## src/rtl/txring_pkg.sv

```systemverilog
package txring_pkg;

  localparam int LEN_W      = 16;
  localparam int WORD_W     = 32;
  localparam int READY_BIT  = 31;
  localparam int WRAP_BIT   = 29;
  localparam int LAST_BIT   = 27;
  localparam int DESC_BYTES = 8;

  typedef enum logic [2:0] {
    ST_IDLE,
    ST_FETCH0,
    ST_FETCH1,
    ST_FETCH2,
    ST_XFER,
    ST_WBACK
  } walkState_e;

  typedef struct packed {
    logic startKick;
    logic rdWord0;
    logic capWord0;
    logic capPtr;
    logic issueByte;
    logic writeBack;
    logic abort;
  } walkStrobe_t;

endpackage

```

## src/rtl/txring_ctrl.sv

```systemverilog
module txring_ctrl
  import txring_pkg::*;
(
  input  logic        clk,
  input  logic        rstN,
  input  logic        ctrlEnable,
  input  logic        kick,
  input  logic        word0Ready,
  input  logic        remainZero,
  input  logic        rdPending,
  input  logic        lastOfKick,
  output walkStrobe_t strobe,
  output logic        busy
);

  walkState_e state, stateNext;

  always_comb begin
    strobe    = '0;
    stateNext = state;
    if (!ctrlEnable) begin
      strobe.abort = 1'b1;
      stateNext    = ST_IDLE;
    end else begin
      unique case (state)
        ST_IDLE: begin
          if (kick) begin
            strobe.startKick = 1'b1;
            stateNext        = ST_FETCH0;
          end
        end
        ST_FETCH0: begin
          strobe.rdWord0 = 1'b1;
          stateNext      = ST_FETCH1;
        end
        ST_FETCH1: begin
          if (word0Ready) begin
            strobe.capWord0 = 1'b1;
            stateNext       = ST_FETCH2;
          end else begin
            stateNext = ST_IDLE;
          end
        end
        ST_FETCH2: begin
          strobe.capPtr = 1'b1;
          stateNext     = ST_XFER;
        end
        ST_XFER: begin
          if (!remainZero) begin
            strobe.issueByte = 1'b1;
          end else if (!rdPending) begin
            stateNext = ST_WBACK;
          end
        end
        ST_WBACK: begin
          strobe.writeBack = 1'b1;
          stateNext        = lastOfKick ? ST_IDLE : ST_FETCH0;
        end
        default: stateNext = ST_IDLE;
      endcase
    end
  end

  always_ff @(posedge clk) begin
    if (!rstN) state <= ST_IDLE;
    else       state <= stateNext;
  end

  assign busy = (state != ST_IDLE);


  kick_needs_enable_chk: assert property (@(posedge clk) disable iff (!rstN)
    (state == ST_IDLE && kick && !ctrlEnable) |=> (state == ST_IDLE));


  stop_not_ready_chk: assert property (@(posedge clk) disable iff (!rstN)
    (state == ST_FETCH1 && !word0Ready) |=> (state == ST_IDLE));


  busy_after_kick_chk: assert property (@(posedge clk) disable iff (!rstN)
    (state == ST_IDLE && kick && ctrlEnable) |=> busy);

endmodule

```

## src/rtl/txring_datapath.sv

```systemverilog
module txring_datapath
  import txring_pkg::*;
#(
  parameter int ADDR_W    = 32,
  parameter int MAX_FRAME = 2047,
  parameter int MAX_DESC  = 1024
) (
  input  logic              clk,
  input  logic              rstN,
  input  logic              ctrlEnable,
  input  logic              ringBaseWe,
  input  logic [ADDR_W-1:0] ringBaseIn,
  input  walkStrobe_t       strobe,
  input  logic [WORD_W-1:0] memRdata,
  output logic              word0Ready,
  output logic              remainZero,
  output logic              rdPending,
  output logic              lastOfKick,
  output logic              memEn,
  output logic              memWe,
  output logic [ADDR_W-1:0] memAddr,
  output logic [WORD_W-1:0] memWdata,
  output logic              txValid,
  output logic [7:0]        txData,
  output logic              txLast,
  output logic              bufDone,
  output logic              frameDone,
  output logic              babbleErr
);

  localparam int FLEN_W = $clog2(MAX_FRAME + 1);
  localparam int CNT_W  = $clog2(MAX_DESC + 1);

  logic [ADDR_W-1:0] ringBase, curDesc, bufPtr;
  logic [WORD_W-1:0] word0Q;
  logic [LEN_W-1:0]  remain;
  logic [FLEN_W-1:0] frameLen;
  logic [CNT_W-1:0]  descCount;
  logic              babbleQ, rdPendQ, holdValid;
  logic [1:0]        laneQ;
  logic [7:0]        holdByte, rxByte;

  // room left in the frame and length actually taken from this buffer
  logic [LEN_W:0]    roomW, lenW;
  logic              overrun;
  logic [LEN_W-1:0]  takeLen;

  always_comb begin
    roomW   = (LEN_W+1)'(MAX_FRAME) - (LEN_W+1)'(frameLen);
    lenW    = {1'b0, word0Q[LEN_W-1:0]};
    overrun = (lenW > roomW);
    takeLen = overrun ? roomW[LEN_W-1:0] : word0Q[LEN_W-1:0];
  end

  assign rxByte     = memRdata[{laneQ, 3'b000} +: 8];
  assign word0Ready = memRdata[READY_BIT];
  assign remainZero = (remain == '0);
  assign rdPending  = rdPendQ;
  assign lastOfKick = (descCount == CNT_W'(MAX_DESC - 1));

  // memory port
  always_comb begin
    memEn    = strobe.rdWord0 | strobe.capWord0 | strobe.issueByte | strobe.writeBack;
    memWe    = strobe.writeBack;
    memWdata = word0Q & ~(WORD_W'(1) << READY_BIT);
    if (strobe.rdWord0 || strobe.writeBack)
      memAddr = curDesc;
    else if (strobe.capWord0)
      memAddr = curDesc + ADDR_W'(4);
    else
      memAddr = {bufPtr[ADDR_W-1:2], 2'b00};
  end

  assign bufDone   = strobe.writeBack;
  assign frameDone = strobe.writeBack & word0Q[LAST_BIT];
  assign babbleErr = strobe.writeBack & babbleQ;

  // ring start register
  always_ff @(posedge clk) begin
    if (!rstN)           ringBase <= '0;
    else if (ringBaseWe) ringBase <= {ringBaseIn[ADDR_W-1:3], 3'b000};
  end

  // descriptor walk state
  always_ff @(posedge clk) begin
    if (!rstN) begin
      curDesc   <= '0;
      word0Q    <= '0;
      bufPtr    <= '0;
      remain    <= '0;
      frameLen  <= '0;
      descCount <= '0;
      babbleQ   <= 1'b0;
      rdPendQ   <= 1'b0;
      laneQ     <= '0;
    end else if (strobe.abort) begin
      curDesc  <= ringBase;
      frameLen <= '0;
      remain   <= '0;
      rdPendQ  <= 1'b0;
      babbleQ  <= 1'b0;
    end else begin
      rdPendQ <= strobe.issueByte;
      if (strobe.startKick) descCount <= '0;
      if (strobe.capWord0)  word0Q <= memRdata;
      if (strobe.capPtr) begin
        bufPtr   <= memRdata[ADDR_W-1:0];
        remain   <= takeLen;
        babbleQ  <= overrun;
        frameLen <= frameLen + FLEN_W'(takeLen);
      end
      if (strobe.issueByte) begin
        laneQ  <= bufPtr[1:0];
        bufPtr <= bufPtr + ADDR_W'(1);
        remain <= remain - LEN_W'(1);
      end
      if (strobe.writeBack) begin
        descCount <= descCount + CNT_W'(1);
        curDesc   <= word0Q[WRAP_BIT] ? ringBase : curDesc + ADDR_W'(DESC_BYTES);
        if (word0Q[LAST_BIT]) frameLen <= '0;
      end
    end
  end

  // byte stream: one byte held back so the end marker lands on the final byte
  always_ff @(posedge clk) begin
    if (!rstN) begin
      holdValid <= 1'b0;
      holdByte  <= '0;
      txValid   <= 1'b0;
      txData    <= '0;
      txLast    <= 1'b0;
    end else begin
      txValid <= 1'b0;
      txLast  <= 1'b0;
      if (strobe.abort) begin
        holdValid <= 1'b0;
      end else if (rdPendQ) begin
        if (holdValid) begin
          txValid <= 1'b1;
          txData  <= holdByte;
        end
        holdByte  <= rxByte;
        holdValid <= 1'b1;
      end else if (strobe.writeBack && word0Q[LAST_BIT] && holdValid) begin
        txValid   <= 1'b1;
        txData    <= holdByte;
        txLast    <= 1'b1;
        holdValid <= 1'b0;
      end
    end
  end


  wb_clears_ready_chk: assert property (@(posedge clk) disable iff (!rstN)
    (memEn && memWe) |-> !memWdata[READY_BIT]);


  desc_align_chk: assert property (@(posedge clk) disable iff (!rstN)
    curDesc[2:0] == 3'b000);


  disabled_rewind_chk: assert property (@(posedge clk) disable iff (!rstN)
    !ctrlEnable |=> (curDesc == $past(ringBase)));


  frame_len_bound_chk: assert property (@(posedge clk) disable iff (!rstN)
    frameLen <= FLEN_W'(MAX_FRAME));


  last_has_valid_chk: assert property (@(posedge clk) disable iff (!rstN)
    txLast |-> txValid);


  wrap_to_base_chk: assert property (@(posedge clk) disable iff (!rstN)
    (strobe.writeBack && word0Q[WRAP_BIT]) |=> (curDesc == $past(ringBase)));


  kick_bound_chk: assert property (@(posedge clk) disable iff (!rstN)
    descCount <= CNT_W'(MAX_DESC));

endmodule

```

## src/rtl/txring_walker.sv

```systemverilog
module txring_walker
  import txring_pkg::*;
#(
  parameter int ADDR_W    = 32,
  parameter int MAX_FRAME = 2047,
  parameter int MAX_DESC  = 1024
) (
  input  logic              clk,
  input  logic              rstN,
  input  logic              ctrlEnable,
  input  logic              kick,
  input  logic              ringBaseWe,
  input  logic [ADDR_W-1:0] ringBaseIn,
  output logic              busy,
  output logic              memEn,
  output logic              memWe,
  output logic [ADDR_W-1:0] memAddr,
  output logic [31:0]       memWdata,
  input  logic [31:0]       memRdata,
  output logic              txValid,
  output logic [7:0]        txData,
  output logic              txLast,
  output logic              bufDone,
  output logic              frameDone,
  output logic              babbleErr
);

  walkStrobe_t strobe;
  logic word0Ready, remainZero, rdPending, lastOfKick;

  txring_ctrl u_ctrl (
    .clk        (clk),
    .rstN       (rstN),
    .ctrlEnable (ctrlEnable),
    .kick       (kick),
    .word0Ready (word0Ready),
    .remainZero (remainZero),
    .rdPending  (rdPending),
    .lastOfKick (lastOfKick),
    .strobe     (strobe),
    .busy       (busy)
  );

  txring_datapath #(
    .ADDR_W    (ADDR_W),
    .MAX_FRAME (MAX_FRAME),
    .MAX_DESC  (MAX_DESC)
  ) u_dp (
    .clk        (clk),
    .rstN       (rstN),
    .ctrlEnable (ctrlEnable),
    .ringBaseWe (ringBaseWe),
    .ringBaseIn (ringBaseIn),
    .strobe     (strobe),
    .memRdata   (memRdata),
    .word0Ready (word0Ready),
    .remainZero (remainZero),
    .rdPending  (rdPending),
    .lastOfKick (lastOfKick),
    .memEn      (memEn),
    .memWe      (memWe),
    .memAddr    (memAddr),
    .memWdata   (memWdata),
    .txValid    (txValid),
    .txData     (txData),
    .txLast     (txLast),
    .bufDone    (bufDone),
    .frameDone  (frameDone),
    .babbleErr  (babbleErr)
  );

endmodule

```

## config.mk

```make
export PLATFORM = sky130hd
export DESIGN_NAME = txring_walker
export DESIGN_NICKNAME = d
export VERILOG_FILES = /design/src/rtl/txring_pkg.sv /design/src/rtl/txring_ctrl.sv /design/src/rtl/txring_datapath.sv /design/src/rtl/txring_walker.sv
export SDC_FILE = /design/constraint.sdc
export NUM_CORES = 1
export LEC_CHECK = 0
export ABC_AREA = 1
export ABC_CLOCK_PERIOD_IN_PS = 3200
export BUFFER_PORTS_ARGS = -buffer_cell sky130_fd_sc_hd__buf_2
export CORE_MARGIN = 4
export CORE_UTILIZATION = 40
export CTS_CLUSTER_SIZE = 8
export DETAILED_ROUTE_END_ITERATION = 8
export PLACE_DENSITY = 0.62
export SLEW_MARGIN = 20
export SYNTH_ARGS = -nofsm -noshare
export SYNTH_HDL_FRONTEND = slang
export SYNTH_SLANG_ARGS = --single-unit
```

## constraint.sdc

```tcl
create_clock -name clk -period 3.2 [get_ports clk]
set_input_delay 0.64 -clock clk [delete_from_list [all_inputs] [get_ports clk]]
set_output_delay 0.64 -clock clk [all_outputs]
set_load 0.02 [all_outputs]
```

# [Yosys cells after proc, flatten, opt, wreduce, memory -nomap -nowiden]
# Index checks and enable logic that the tools add are counted.
# Widths: inputs -> output; s select.
[op_classes] add_sub_neg=7 magnitude_cmp=1 bitwise_logic=7 n_shift=1 n_reduce_logical=18 eq_ne=11 n_mux=39
[ops] op="$mux 32" count=7
[ops] op="$mux 11" count=5
[ops] op="$mux 16" count=3
[ops] op="$add 32x1->32 const B" count=1
[ops] op="$add 32x3->32 const B" count=1
[ops] op="$add 32x4->32 const B" count=1
[ops] op="$shiftx 32x6->8" count=1
[ops] op="$mux 8" count=3
[ops] op="$pmux 3 s6" count=1
[ops] op="$gt 16x17->1" count=1
[ops] op="$logic_not 16->1" count=1
[ops] op="$sub 16x1->16 const B" count=1
[ops] op="$mux 1" count=15
[ops] op="$reduce_and 2->1" count=6
[ops] op="$sub 11x11->12 const A" count=1
[ops] op="$add 11x1->11 const B" count=1
[ops] op="$add 11x11->11" count=1
[ops] op="$eq 11x10->1 const B" count=1
[ops] op="$mux 3" count=3
[ops] op="$eq 3x2->1 const B" count=2
[ops] op="$eq 3x3->1 const B" count=2
[ops] op="$mux 6" count=1
[ops] op="$ne 2x2->1 const B" count=3
[ops] op="$reduce_and 3->1" count=2
[ops] op="12 further kinds" count=20
[totals] wordCells=100 inputBits=69 out_inout_bits=80 regBits=188

# [Longest topological paths before layout]
# Gate-level depths: netlist of run 1.
[logic_depth] ltp_word=8 ltp_mapped=22 ltp_nobuf=21

# [Hierarchy]
# From an unflattened synthesis of run 1, not the netlist that was laid out.
[hier_totals] hier_cells=1598 area_unflattened_um2=10681.5
[modules_own_cells] module="txring_datapath" cells_each=1561 seq_area_each_um2=3643.5 area_per_inst_um2=10468.8 instances=1
[modules_own_cells] module="txring_ctrl" cells_each=37 seq_area_each_um2=60.1 area_per_inst_um2=212.7 instances=1

# [Worst setup path after synthesis of run 1]
# OpenSTA, ideal clock, no wires.
[synth_path] kind="register -> register" start="register u_dp.word0Q[0]" end="register u_dp.frameLen[8]" arrival_ns=2.763 t_required_ns=3.086 synth_period_minus_slack_ns=2.877 setup_ns=0.114 stages_incl_launch_ff=20 path_buffers=1 path_slack_ns=0.323 path_cell_list="dfxtp_1 > inv_1 > ha_1 > nand3_1 > nor2_1 > nand2_1 > nor2_1 > nor2_1 > nand2_1 > buf_4 > nand2_1 > o21ai_1 > ha_1 > fa_1 > a21oi_1 > nor2_1 > nor2_1 > xor2_1 > o21bai_1 > inv_1"
[synth_between] elab_chain_cells=6
[synth_lines] item="from (decl)" line_no="txring_datapath.sv:35" text="logic [WORD_W-1:0] word0Q;"
[synth_lines] item="from (signal assigned)" line_no="txring_datapath.sv:105" text="if (strobe.capWord0) word0Q <= memRdata;"
[synth_lines] item="$gt 16x17->1" line_no="txring_datapath.sv:51" text="overrun = (lenW > roomW);"
[synth_lines] item="$mux 16 (*)" line_no="txring_datapath.sv:52" text="takeLen = overrun ? roomW[LEN_W-1:0] : word0Q[LEN_W-1:0];"
[synth_lines] item="$add 11x11->11 (*)" line_no="txring_datapath.sv:110" text="frameLen <= frameLen + FLEN_W'(takeLen);"
[synth_lines] item="$mux 11 (*)" line_no="txring_datapath.sv:106" text="if (strobe.capPtr) begin"
[synth_lines] item="$mux 11" line_no="txring_datapath.sv:120" text="if (word0Q[LAST_BIT]) frameLen <= '0;"
[synth_lines] item="$mux 11 (*)" line_no="txring_datapath.sv:117" text="if (strobe.writeBack) begin"
[synth_lines] item="to (signal assigned)" line_no="txring_datapath.sv:110"
[synth_lines] item="to (decl)" line_no="txring_datapath.sv:37" text="logic [FLEN_W-1:0] frameLen;"
# Mark *: on every way between the ends. The rest lies on a longest branch, timed or not.
# A chain may end at the register's enable or synchronous reset.

# [Worst setup path in the final report of run 1]
[layout_path] start="register u_ctrl.state[0]" end="output memAddr[18]"
[layout_between] elab_chain_cells=5 word_cells_on_any_way=10 classes_between="3 x eq/ne; 6 x mux; 1 x reduce/logical"
[layout_lines] item="from (decl)" line_no="txring_ctrl.sv:16" text="walkState_e state, stateNext;"
[layout_lines] item="from (signal assigned)" line_no="txring_ctrl.sv:66" text="else state <= stateNext;"
[layout_lines] item="$eq 3x2->1 (tied with other cells)" line_no="txring_ctrl.sv:25" text="unique case (state)"
[layout_lines] item="$mux 1" line_no="txring_ctrl.sv:25"
[layout_lines] item="$mux 6 (*)" line_no="txring_ctrl.sv:21" text="if (!ctrlEnable) begin"
[layout_lines] item="$mux 32 / $logic_or 1x1->1 (equally long branches)" line_no="txring_datapath.sv:68, txring_datapath.sv:66"
[layout_lines] item="$mux 32 (*)" line_no="txring_datapath.sv:66" text="if (strobe.rdWord0 || strobe.writeBack)"
[layout_lines] item="to (decl)" line_no="txring_walker.sv:17" text="output logic [ADDR_W-1:0] memAddr,"
# Marked as above.

==> metrics.yaml, run 1 <==
run_status:
  status: "finished clean"
layout:
  final_util: 0.467
  drive_above_1_share: 0.151
  nets: 1795
  num-fill-cells: 2741
  antenna_cells: 0
  area_growth_pct: 14.8
cts:
  cts.hold.buffers_added: 0
  cts_setup_buffers: 0
  clkLatencyLatePin_ps: 440
  cts_tree: "done"
  cts_resized: 0
  htree_levels: 4
  cts.sinks: 185
  numCtsBuffers: 17
  cts-root-buf: "clkbuf_16"
  clkTransAtPathRegs_ps: 80
  cts_buffer_depth: 2
setup_path:
  cp_max_fo: 56
  crit-reg2reg-launch: "u_dp.frameLen[2]$_SDFF_PN0_"
  worstSetupEndpointType: "output port"
  r2r-end: "u_dp.frameLen[7]$_SDFF_PN0_"
  cp-endpoint: "memAddr[18]"
  reg2reg_depth: 19
  setup.worst_path.class: "reg -> out"
  rrSetupSlack_ps: 270
  startpoint: "u_ctrl.state[0]$_SDFFE_PN0P_"
  worstSetupStartpointType: "register"
  arrival_ps: 2380
  required_ps: 2560
synth:
  synthCells: 1596
  synthDistinctLibCells: 56
  synth_common_cells: "nand2_1, dfxtp_1, nor2_1"
  synth_enable_flop_cells: 0
  yosysMostFrequentCell: "nand2_1"
  async_flop_share: 0
  syn_area_um2: 10600
  yosysSeqAreaShare: 0.349
  synth_largest_area_cell: "dfxtp_1"
  syn_area_per_cell_um2: 6.64
  synthTopCellsByArea: "dfxtp_1, nand2_1, o21ai_0, nor2_1, inv_1"
  synthFlopType: "dfxtp_1"
  synth_top_area_frac: 0.349
  synth_seq_cells: 185
  yosysWarningCount: 0
global_route:
  grt_pass1_vias: 9924
  grt_overflow_total: 0
  grt_max_degree: 57
  grt_pass1_wl_um: 52200
  antenna_found_initial: 0
  grt_use_total: 0.224
die:
  pin_count: 149
  rows: 59
  start_util: 0.407
  core_um2: 26100
  dieArea_um2: 29200
  dieHeight_um: 171
  die_x_um: 171
route:
  drt-pass1-iter-count: 5
  vias: 10800
  via_per_inst: 5.26
  ant_nets: 0
  drc: 0
  routedWlPerCell_um: 16.2
  drt_iter0_drc: 784
  drt-total-wl_um: 33200
timing:
  finalHoldViolCount: 0
  slew_violations: 0
  period_needed_ps: 3020
  worst_slew_pin_slew_ps: 850
  slew_headroom: 0.433
  setup_violations: 0
  skew_ps: 15.1
  rsz0062_at_grt: "no"
  tns_ps: 0
  holdWs_ps: 422
  finalCritPeriodShare: 0.945
  fmax_mhz: 331
pwr:
  p_leak_nw: 5.20
  p_per_area_nw_per_um2: 409
  ir_drop_mv: 0.260
run:
  cap_violations: 0
worst_hold_path:
  hold_class: "in -> reg"
  min_from: "ringBaseIn[4]"
placement:
  place_congestion: 0.886
  port_buffers: 142
  hpwl_um: 24300
[power breakdown]
| part | switching, mW | total, mW | leakage, nW | internal [mW] |
|---|---|---|---|---|
| sequential | 0.0512 | 2.40 | 1.50 | 2.35 |
| clock | 1.02 | 2.22 | 0.300 | 1.20 |
| combinational | 0.239 | 0.356 | 3.40 | 0.117 |
[worst max-delay path, stage by stage, from the launching register on]
cell	delay [ps]
dfxtp_1	420
inv_2	60
nor2_2	110
inv_2	60
nor2_1	240
inv_1	140
nand2_1	130
buf_12	250
mux2_1	360
buf_2	170
[placed cells by master (no fill, tap or decap), types with 3 or more instances in the layout]
master and instances:
a211oi_1 5, a21oi_1 111, a21oi_2 4, a31oi_1 19, buf_2 142, buf_4 14
clkbuf_16 17, clkinv_2 4, clkinv_4 3, conb_1 3, dfxtp_1 185, ha_1 23
inv_1 164, inv_2 12, inv_6 4, nand2_1 367, nand2_2 3, nand3_1 87
nand3_2 5, nand4_1 20, nor2_1 164, nor2_2 10, nor2_4 5, nor3_1 25
o211ai_1 21, o21ai_0 142, o21ai_1 38, o21bai_1 12, o22ai_1 16, or2_2 9
xnor2_1 10, xor2_1 24
[registers in the layout (all words and copies together) (netlist names), 2 cells and up]
name / count
u_dp.laneQ: 2
u_dp.descCount: 11
u_dp.frameLen: 11
u_dp.ringBase: 29
u_dp.remain: 16
u_dp.word0Q: 31
u_dp.holdByte: 8
u_dp.bufPtr: 32
u_ctrl.state: 3
u_dp.curDesc: 29
u_dp.txData: 8
[logic make-up (layout without fill, tap and decap cells)]
family,count (synthesis),after routing,share of synthesized area
and+or+nand+nor,712,712,0.292
DFF,185,185,0.349
muxes,2,2,0.00201
xor gates and xnor gates,34,34,0.0281
other,1,3,0.000354
adders and majority gates,26,26,0.0314
buffers and inverters,256,371,0.0999
AOI/OAI and AO/OA,380,380,0.197
[layer usage]
metal | vias to the layer above | GRT usage | routed length, µm
met5 | - | 0 | 0
met4 | 0 | 0.0556 | 665
met2 | 294 | 0.388 | 15900
met1 | 4987 | 0.293 | 14800
li1 | 5447 | - | -
met3 | 37 | 0.0335 | 1760
[how the worst min path moves through the flow]
stage                                    endpoint  slack [ps]  cells after the start
finish              u_dp.ringBase[4]$_SDFFE_PN0P_         420                      3
CTS                 u_dp.ringBase[9]$_SDFFE_PN0P_         410                      3
detailed placement   u_dp.word0Q[17]$_SDFFE_PN0P_         450                      2
global placement     u_dp.word0Q[18]$_SDFFE_PN0P_         450                      2
global route        u_dp.ringBase[7]$_SDFFE_PN0P_         420                      3
floorplan             u_dp.txData[7]$_SDFFE_PN0P_         430                      2
[layout make-up]
| class | instances | area [µm²] | share of cell area |
|---|---|---|---|
| inverters | 180 | 682 | 0.0560 |
| clock inverters | 14 | 164 | 0.0135 |
| repair buffers | 159 | 867 | 0.0713 |
| flip-flops and latches | 185 | 3700 | 0.304 |
| clock buffers | 18 | 439 | 0.0361 |
| well taps | 335 | 419 | 0.0345 |
| multi-input cells | 1157 | 5890 | 0.484 |
[metrics by stage]
step                power [mW]  worst slack (ps)  cells  cell area, µm²
floorplan                 2.66               323   1598           10600
global placement          2.81               176   2016           11500
detailed placement        2.81               136   2016           11500
CTS                       5.01              98.6   2048           12100
global route              5.14              7.44   2048           12200
finish                    4.98               176   2048           12200
(Power assumes the default switching activity.)
==> run 2, diff against run 1 <==
--- a/config.mk
+++ b/config.mk
@@ -8,7 +8,7 @@
 export ABC_AREA = 1
 export ABC_CLOCK_PERIOD_IN_PS = 3200
 export BUFFER_PORTS_ARGS = -buffer_cell sky130_fd_sc_hd__buf_2
-export CORE_MARGIN = 4
+export CORE_MARGIN = 2
 export CORE_UTILIZATION = 40
 export CTS_CLUSTER_SIZE = 8
 export DETAILED_ROUTE_END_ITERATION = 8
==> run 2 against run 1 <==
Against the previous run:
- critical path depth unchanged
- global-route usage increased by 0.82 points
- largest cell class unchanged
- via count about the same
- critical endpoint unchanged
- clock power increased by 7%
- critical path type unchanged
- clock skew about the same
==> metrics.yaml, run 2 (synthesized netlist as in run 1, its figures left out) <==
placement:
  port_buffers: 142  # unchanged
  place_congestion: 0.897  # +1.3%
  hpwl_um: 24100  # -0.99%
  pre_cts_ws_ps: 167  # +31.2 ps
  dp.cells: 2020  # +0.20%
cts:
  numCtsBuffers: 17  # unchanged
  clkTransAtPathRegs_ps: 70  # about the same
  htree_levels: 4  # unchanged
  cts_buffer_depth: 2  # unchanged
  clkLatencyLatePin_ps: 440  # about the same
  cts_tree: "done"
  cts-root-buf: "clkbuf_16"
  cts.sinks: 185  # unchanged
setup_path:
  required_ps: 2560  # about the same
  worstSetupStartpointType: "register"
  setup.worst_path.class: "reg -> out"
  arrival_ps: 2430  # +50 ps
  cp_max_fo: 56  # unchanged
  worstSetupEndpointType: "output port"
timing:
  setup_violations: 0  # unchanged
  slew_violations: 0  # unchanged
  setup_ws_ps: 128  # -47.7 ps
  tns_ps: 0  # unchanged
  finalCritPeriodShare: 0.960  # +0.0149
  period_needed_ps: 3070  # +47.7 ps
  skew_ps: 15.4  # +0.325 ps
  rsz0062_at_grt: "no"
  worst_slew_pin_slew_ps: 822  # -28.3 ps
  fmax_mhz: 326  # -1.6%
  finalHoldViolCount: 0  # unchanged
  slew_headroom: 0.452  # +0.0189
layout:
  drive_above_1_share: 0.151  # -0.000264
  largest_register_ffs: 32  # unchanged
  antenna_cells: 0  # unchanged
  nets: 1799  # +0.22%
  layout.cells.non_filler: 2051  # +0.15%
  mostFrequentLayoutCell: "nand2_1"
  mostFrequentLayoutCells: "nand2_1, dfxtp_1, nor2_1"
  area_growth_pct: 15.2
  largest_registers: "u_dp.bufPtr x32, u_dp.word0Q x31"
  top_register: "u_dp.bufPtr"
worst_hold_path:
  hold_class: "in -> reg"
pwr:
  ir_drop_mv: 0.344  # +32%
  p_sw_mw: 1.26  # -3.8%
  p_clk_frac: 0.463  # +0.017
  internal_power_mw: 3.89  # +6.0%
  seqPwrFrac: 0.467  # -0.016
  p_leak_nw: 5.23  # +0.53%
  totalPowerFinal_mw: 5.15  # +3.4%
  switching_share: 0.245  # -0.0183
  p_per_area_nw_per_um2: 421  # +3.0%
  comb_power_share: 0.070  # about the same
die:
  die_x_um: 167  # -2.3%
  dieArea_um2: 27800  # -4.6%
  rows: 59  # unchanged
  start_util: 0.407  # unchanged
  core_um2: 26100  # unchanged
  pin_count: 149  # unchanged
  dieHeight_um: 167  # -2.3%
global_route:
  grt_max_degree: 58  # +1.8%
  grt_use_total: 0.232  # +0.00824
  grt_pass1_vias: 9886  # -0.38%
  antenna_found_initial: 0  # unchanged
  grt_pass1_wl_um: 52000  # -0.49%
  grt_overflow_total: 0  # unchanged
route:
  routedWlPerCell_um: 15.9  # -1.6%
  drt-pass1-iter-count: 7  # +2
  ant_nets: 0  # unchanged
  vias: 10800  # +0.037%
  via_per_inst: 5.25  # -0.11%
  drc: 0  # unchanged
  drt_iter0_drc: 888  # +13%
  drt-total-wl_um: 32700  # -1.4%
run:
  cap_violations: 0  # unchanged
run_status:
  status: "finished clean"
[run 2: cell count changes in the layout (fill, tap and decap cells not counted), sizes merged]
cell and delta:
buf +4, clkinv -5, clkinvlp +2, inv -1, bufinv +3
[run 2: final cells by class]
cell class              instances  area [µm²]
clock inverters                13         214
multi-input cells            1157        5870
well taps                     335         419
flip-flops and latches        185        3700
fillers                      2719       13800
repair buffers                163         881
clock buffers                  18         439
inverters                     180         682
[run 2: metrics by stage]
step                      cell area (µm²)  hold slack, ps  utilization
final                               12200             419        0.469
after global routing                12200             428        0.469
after CTS                           12200             416        0.468
after detailed placement            11500             449        0.443
after global placement              11500             446        0.443
after floorplan                     10600             430            -
[run 2: worst paths after layout]
| path | cells past startpoint | start | to | slack (ps) |
|---|---|---|---|---|
| hold / removal | 3 | ringBaseIn[22] | u_dp.ringBase[22]$_SDFFE_PN0P_ | 420 |
| hold reg to reg | 2 | u_dp.word0Q[19]$_SDFFE_PN0P_ | u_dp.word0Q[19]$_SDFFE_PN0P_ | 460 |
| setup reg to reg | 22 | u_dp.word0Q[8]$_SDFFE_PN0P_ | u_dp.frameLen[10]$_SDFF_PN0_ | 270 |
| setup / recovery | 9 | u_ctrl.state[0]$_SDFFE_PN0P_ | memAddr[18] | 130 |
[run 2: metal layers]
layer / vias up / wire, µm / GRT usage / part of all wire
met5: - / 0 / 0 / 0
met3: 48 / 1820 / 0.0383 / 0.056
li1: 5465 / - / - / -
met2: 327 / 15700 / 0.398 / 0.48
met4: 0 / 784 / 0.0663 / 0.024
met1: 4929 / 14400 / 0.301 / 0.44
[run 2: critical path, stage by stage, from the launching register on]
cell and delay [ps]:
dfxtp_1 410, inv_2 60, nor2_2 110, inv_2 70, nor2_1 260, inv_1 150, nand2_1 130, buf_12 250
mux2_1 370, buf_2 170
[run 2: power groups by stage]
stage	registers (mW)	clock network, mW	logic, mW
3_3_place_gp	2.45	0	0.351
4_1_cts	2.40	2.42	0.358
3_5_place_dp	2.46	0	0.355
5_1_grt	2.41	2.53	0.398
6_report	2.40	2.38	0.358
2_1_floorplan	2.44	0	0.214
[run 2: what timing repair did]
action | in CTS | in global routing
setup endpoints to repair | 0 | 5
resized for setup | 0 | 10
hold buffers | 0 | 0
setup buffers | 0 | 0
